===== src/rtl/sbd_pkg.sv =====
package sbd_pkg;
  typedef struct packed {
    logic dup_mis;
    logic par_mis;
  } chk_flags_t;

  function automatic logic any_err(chk_flags_t f);
    return f.dup_mis | f.par_mis;
  endfunction
endpackage


===== src/rtl/sbd_adder_core.sv =====
module sbd_adder_core #(
  parameter int WIDTH = 16
) (
  input  logic [WIDTH-1:0] a_i,
  input  logic [WIDTH-1:0] b_i,
  input  logic             cin_i,
  input  logic [WIDTH-1:0] inj_sum_a_i,
  input  logic [WIDTH-1:0] inj_sum_b_i,
  input  logic [WIDTH-1:0] inj_carry_i,
  output logic [WIDTH-1:0] sum_a_o,
  output logic [WIDTH-1:0] sum_b_o,
  output logic [WIDTH-1:0] carry_o,
  output logic             cout_o
);
  logic [WIDTH:0] c;
  assign c[0] = cin_i;

  for (genvar i = 0; i < WIDTH; i++) begin : g_bit
    logic prop, gen, c_tap, half_b;
    assign prop = a_i[i] ^ b_i[i];
    assign gen  = a_i[i] & b_i[i];
    assign c[i+1] = gen | (prop & c[i]);
    // fault on the sum-side tap only; the chain stays intact
    assign c_tap = c[i] ^ inj_carry_i[i];
    assign sum_a_o[i] = prop ^ c_tap ^ inj_sum_a_i[i];
    // second half-sum path with a different structure
    assign half_b = (a_i[i] | b_i[i]) & ~gen;
    assign sum_b_o[i] = half_b ^ c_tap ^ inj_sum_b_i[i];
  end

  assign carry_o = c[WIDTH-1:0];
  assign cout_o  = c[WIDTH];
endmodule


===== src/rtl/sbd_check.sv =====
module sbd_check
  import sbd_pkg::*;
#(
  parameter int WIDTH = 16
) (
  input  logic [WIDTH-1:0] a_i,
  input  logic [WIDTH-1:0] b_i,
  input  logic [WIDTH-1:0] sum_a_i,
  input  logic [WIDTH-1:0] sum_b_i,
  input  logic [WIDTH-1:0] carry_i,
  output chk_flags_t       flags_o
);
  logic par_pred, par_act;

  assign par_pred = (^a_i) ^ (^b_i) ^ (^carry_i);
  assign par_act  = ^sum_a_i;

  assign flags_o.dup_mis = |(sum_a_i ^ sum_b_i);
  assign flags_o.par_mis = par_pred ^ par_act;
endmodule


===== src/rtl/sbd_hold_reg.sv =====
module sbd_hold_reg #(
  parameter int DW = 17
) (
  input  logic          clk_i,
  input  logic          rst_ni,
  input  logic          load_i,
  input  logic [DW-1:0] d_i,
  output logic [DW-1:0] q_o
);
  always_ff @(posedge clk_i or negedge rst_ni) begin
    if (!rst_ni)     q_o <= '0;
    else if (load_i) q_o <= d_i;
  end
endmodule


===== src/rtl/sbd_err_status.sv =====
module sbd_err_status (
  input  logic clk_i,
  input  logic rst_ni,
  input  logic err_i,
  input  logic clr_i,
  output logic err_o,
  output logic sticky_o
);
  always_ff @(posedge clk_i or negedge rst_ni) begin
    if (!rst_ni) begin
      err_o    <= 1'b0;
      sticky_o <= 1'b0;
    end else begin
      err_o    <= err_i;
      sticky_o <= (sticky_o & ~clr_i) | err_i; // set wins over clear
    end
  end
endmodule


===== src/rtl/sbd_adder_top.sv =====
module sbd_adder_top
  import sbd_pkg::*;
#(
  parameter int WIDTH = 16
) (
  input  logic             clk_i,
  input  logic             rst_ni,
  input  logic [WIDTH-1:0] a_i,
  input  logic [WIDTH-1:0] b_i,
  input  logic             cin_i,
  input  logic [WIDTH-1:0] inj_sum_a_i,
  input  logic [WIDTH-1:0] inj_sum_b_i,
  input  logic [WIDTH-1:0] inj_carry_i,
  input  logic             err_clr_i,
  output logic [WIDTH-1:0] sum_o,
  output logic             cout_o,
  output logic             err_o,
  output logic             err_sticky_o
);
  localparam int DW = WIDTH + 1;

  logic [WIDTH-1:0] sum_a, sum_b, carry_v;
  logic             cout_c;
  chk_flags_t       flags;
  logic             err_c;
  logic [DW-1:0]    res_q;

  sbd_adder_core #(.WIDTH(WIDTH)) u_core (
    .a_i(a_i), .b_i(b_i), .cin_i(cin_i),
    .inj_sum_a_i(inj_sum_a_i), .inj_sum_b_i(inj_sum_b_i), .inj_carry_i(inj_carry_i),
    .sum_a_o(sum_a), .sum_b_o(sum_b), .carry_o(carry_v), .cout_o(cout_c)
  );

  sbd_check #(.WIDTH(WIDTH)) u_chk (
    .a_i(a_i), .b_i(b_i), .sum_a_i(sum_a), .sum_b_i(sum_b),
    .carry_i(carry_v), .flags_o(flags)
  );

  assign err_c = any_err(flags);

  // load enable in place of a gated slave clock
  sbd_hold_reg #(.DW(DW)) u_hold (
    .clk_i(clk_i), .rst_ni(rst_ni), .load_i(~err_c),
    .d_i({cout_c, sum_a}), .q_o(res_q)
  );

  sbd_err_status u_stat (
    .clk_i(clk_i), .rst_ni(rst_ni), .err_i(err_c), .clr_i(err_clr_i),
    .err_o(err_o), .sticky_o(err_sticky_o)
  );

  assign sum_o  = res_q[WIDTH-1:0];
  assign cout_o = res_q[WIDTH];
endmodule


===== config.mk =====
export PLATFORM = sky130hd
export DESIGN_NAME = sbd_adder_top
export DESIGN_NICKNAME = d
export VERILOG_FILES = /design/src/rtl/sbd_pkg.sv /design/src/rtl/sbd_adder_core.sv /design/src/rtl/sbd_check.sv /design/src/rtl/sbd_hold_reg.sv /design/src/rtl/sbd_err_status.sv /design/src/rtl/sbd_adder_top.sv
export SDC_FILE = /design/constraint.sdc
export NUM_CORES = 1
export LEC_CHECK = 0
export ABC_AREA = 1
export BUFFER_PORTS_ARGS = -buffer_cell sky130_fd_sc_hd__buf_2
export CORE_MARGIN = 3
export CORE_UTILIZATION = 46
export DETAILED_ROUTE_END_ITERATION = 6
export PLACE_DENSITY = 0.83
export SKIP_CTS_REPAIR_TIMING = 1
export SLEW_MARGIN = 25
export SYNTH_ARGS = -nofsm -noshare
export SYNTH_HDL_FRONTEND = slang
export SYNTH_SLANG_ARGS = --single-unit

===== constraint.sdc =====
create_clock -name clk_i -period 0.8 [get_ports clk_i]
set_input_delay 0.12 -clock clk_i [delete_from_list [all_inputs] [get_ports clk_i]]
set_output_delay 0.12 -clock clk_i [all_outputs]
set_load 0.01 [all_outputs]

==> impl_metrics.py <==
metrics = {
    "timing": {
        "fmax_ghz": 0.2751,
        "tns_ns": -54.88,
        "worstMarginPinSlew_ns": 0.8249,
        "final_max_slew_viol_count": 0,
        "hold_viol_final": 0,
        "final.min_clock_period_ns": 3.635,
        "period_share_pct": 454.4,
        "layout_setup_ws_ns": -2.835,
        "skew_ns": 0,
        "setup_viol": 38,
        "whs_ns": 0.05600,
        "rsz0062_at_grt": "true",
        "max-slew-margin-rel_pct": 44.59,
    },
    "power": {
        "p_leak_nw": 2.485,
        "seq_power_share_pct": 8.2,
        "power_density_nw_per_um2": 2625,
        "p_sw_mw": 5.849,
        "comb_power_share_pct": 85.9,
        "p_total_mw": 11.69,
        "cell_internal_pwr_mw": 5.840,
        "p_clk_share_pct": 5.8,
        "max-vdd-ir-drop_v": 0.002434,
        "swShare_pct": 50.04,
    },
    "drt": {
        "ant_nets": 0,
        "initialDrtViolationCount": 130,
        "drc": 0,
        "firstDrtPassIters": 4,
        "vias": 3221,
        "vias_per_cell": 5.025,
        "drt-total-wl_mm": 9.713,
        "wl_per_cell_um": 15.15,
    },
    "global_route": {
        "antenna_found_initial": 0,
        "grt.busiest_layer": "met2",
        "first_global_vias": 2948,
        "gr-total-overflow": 0,
        "grt_usage_pct": 21.61,
        "grt_pass1_wl_mm": 12.58,
        "grt_util_met2_pct": 41.11,
        "grt_util_met3_pct": 1.389,
        "grt_max_degree": 20,
        "use_met1_pct": 24.53,
    },
    "layout": {
        "antenna_cells": 0,
        "fillCellCount": 348,
        "fin_area_um2": 4453,
        "instances_no_fill": 641,
        "fin_nets": 670,
        "area_growth_pct": 63.41,
        "drive_gt1_share_pct": 53.25,
        "fin_util_pct": 79.41,
    },
    "floorplanning": {
        "dieArea_um2": 6884,
        "die-height_um": 82.97,
        "initial_core_util_pct": 48.59,
        "core_area_um2": 5608,
        "pin_count": 103,
        "rows": 27,
        "die_w_um": 82.97,
    },
    "clock_network": {
        "cts_root_buf": "clkbuf_8",
        "cts_buffer_depth": 2,
        "cts_buffers": 3,
        "htreeDepth": 1,
        "worstSkewPairLatency_ns": 0.27,
        "clk_pin_slew_worst_paths_ns": 0.07,
        "cts_tree": "yes",
        "clock-sinks": 19,
    },
    "status": {
        "status": "finished with violations",
        "violations": "negative setup slack",
    },
    "synthesis": {
        "synth_top_cell_by_area": "dfrtp_1",
        "synthCells": 359,
        "synth_most_common_cell": "nand2_1",
        "synth_edf_count": 0,
        "ys_ff_latch": 19,
        "ys_warn_count": 0,
        "synthArstFlopShare_pct": 100.0,
        "avgSynthCellArea_um2": 7.591,
        "synth_area_leaders": "dfrtp_1 17%, xnor2_1 17%, xor2_1 13%, nand2_1 11%, nand2_4 10%",
        "synth_ff_type": "dfrtp_1",
        "ys_seq_area_share_pct": 17.45,
        "synth.cell_area_um2": 2725,
        "ys_types": 21,
        "syn_nets": 459,
        "synth_top_cell_area_share_pct": 17.45,
        "synth_commonest_cells": "80 x nand2_1, 54 x xnor2_1, 40 x nand3_1, 40 x xor2_1, 39 x inv_1",
    },
    "worst_setup_path": {
        "critical_path_class": "input pin to flop",
        "crit_path_end_kind": "flop",
        "worstPathRequired_ns": 0.96,
        "crit_top_cell": "nand2_4",
        "start_kind": "input pin",
        "max_stage_delay_ns": 0.26,
        "critPathSlowestCell": "ha_4",
        "critical_path.top_delay_family": "simple AND/OR/NAND/NOR gates",
        "reg2regPathDepth": 3,
        "critPathMaxFanout": 9,
        "r2r_slack_ns": 0.04,
        "reg2reg_to": "u_hold.q_o[6]",
        "critical_path_buf_inv_count": 3,
        "regToRegStartpoint": "u_hold.q_o[6]",
        "cp_num_cells": 38,
        "arrival_ns": 3.79,
    },
    "placed_design": {
        "port_buffers": 102,
        "dp_cells": 610,
        "dp_slack_ns": -2.821,
        "postPlaceCellArea_um2": 3933,
        "place_hpwl_mm": 6.786,
        "gp_congestion": 0.8458,
    },
    "min_path": {
        "hold_path_end": "u_stat.sticky_o",
        "worstHoldStart": "err_clr_i",
        "whs_path_depth": 2,
        "hold_path_class": "input pin to flop",
    },
    "run": {
        "cap_viol_max_count": 0,
    },
}
final cells by class:
type	count	area, µm²	area share, %
clock buffer	3	41.29	0.9272
clock inverter	1	5.005	0.1124
inverter	40	150.1	3.372
multi-input combinational	299	2337	52.49
sequential	19	475.5	10.68
tap	72	90.09	2.023
timing repair buffer	207	1354	30.40
power groups by stage:
stage	sequential, mW	clock, mW	combinational (mW)
after floorplan	0.982	0	4.20
after global placement	0.981	0	6.06
after detailed placement	0.981	0	6.26
after CTS	0.963	0.666	6.28
after global routing	0.962	0.716	10.5
final	0.962	0.683	10.0
cells in the final DEF, fill, tap and decap left out, types with 3 or more instances in the layout:
cell type / count
ha_1: 15
nand2_8: 3
xnor2_1: 54
xor2_1: 40
clkbuf_8: 3
o21ai_0: 7
dfrtp_1: 19
nand4_1: 3
nand3_2: 17
inv_1: 36
nand2_4: 32
nand2_2: 34
nand2_1: 57
inv_2: 4
buf_4: 100
nand3b_1: 8
buf_8: 3
nand3_1: 23
buf_2: 100
flip-flops by register name, indices dropped and copies added, names as in the netlist:
signal and flops:
u_stat.sticky_o 1, u_hold.q_o 17, u_stat.err_o 1
worst max-delay path by stage:
| stage | start | to | slack [ns] |
|---|---|---|---|
| 6_report | a_i[0] | u_hold.q_o[1] | -2.84 |
| 5_1_grt | a_i[0] | u_hold.q_o[1] | -3.03 |
| 3_3_place_gp | b_i[0] | u_hold.q_o[2] | -2.61 |
| 2_1_floorplan | b_i[0] | u_hold.q_o[10] | -2.55 |
| 4_1_cts | b_i[0] | u_hold.q_o[4] | -2.55 |
| 3_5_place_dp | b_i[0] | u_hold.q_o[5] | -2.82 |
cells by family after synthesis:
| logic type | share of synthesized area [%] |
|---|---|
| buffers and inverters | 6.336 |
| DFF | 17.45 |
| and+or+nand+nor | 37.10 |
| AOI/OAI and AO/OA | 1.561 |
| adders and majority gates | 7.346 |
| xor gates and xnor gates | 30.21 |
metal layers:
| layer | wire length, µm | up-vias | share of wire, % |
|---|---|---|---|
| met5 | 0 | - | 0 |
| met4 | 501 | 0 | 5.2 |
| met3 | 368 | 41 | 3.8 |
| met2 | 5365 | 123 | 55 |
| met1 | 3478 | 1502 | 36 |
| li1 | - | 1555 | - |
Power figures use the tool's default switching activity.
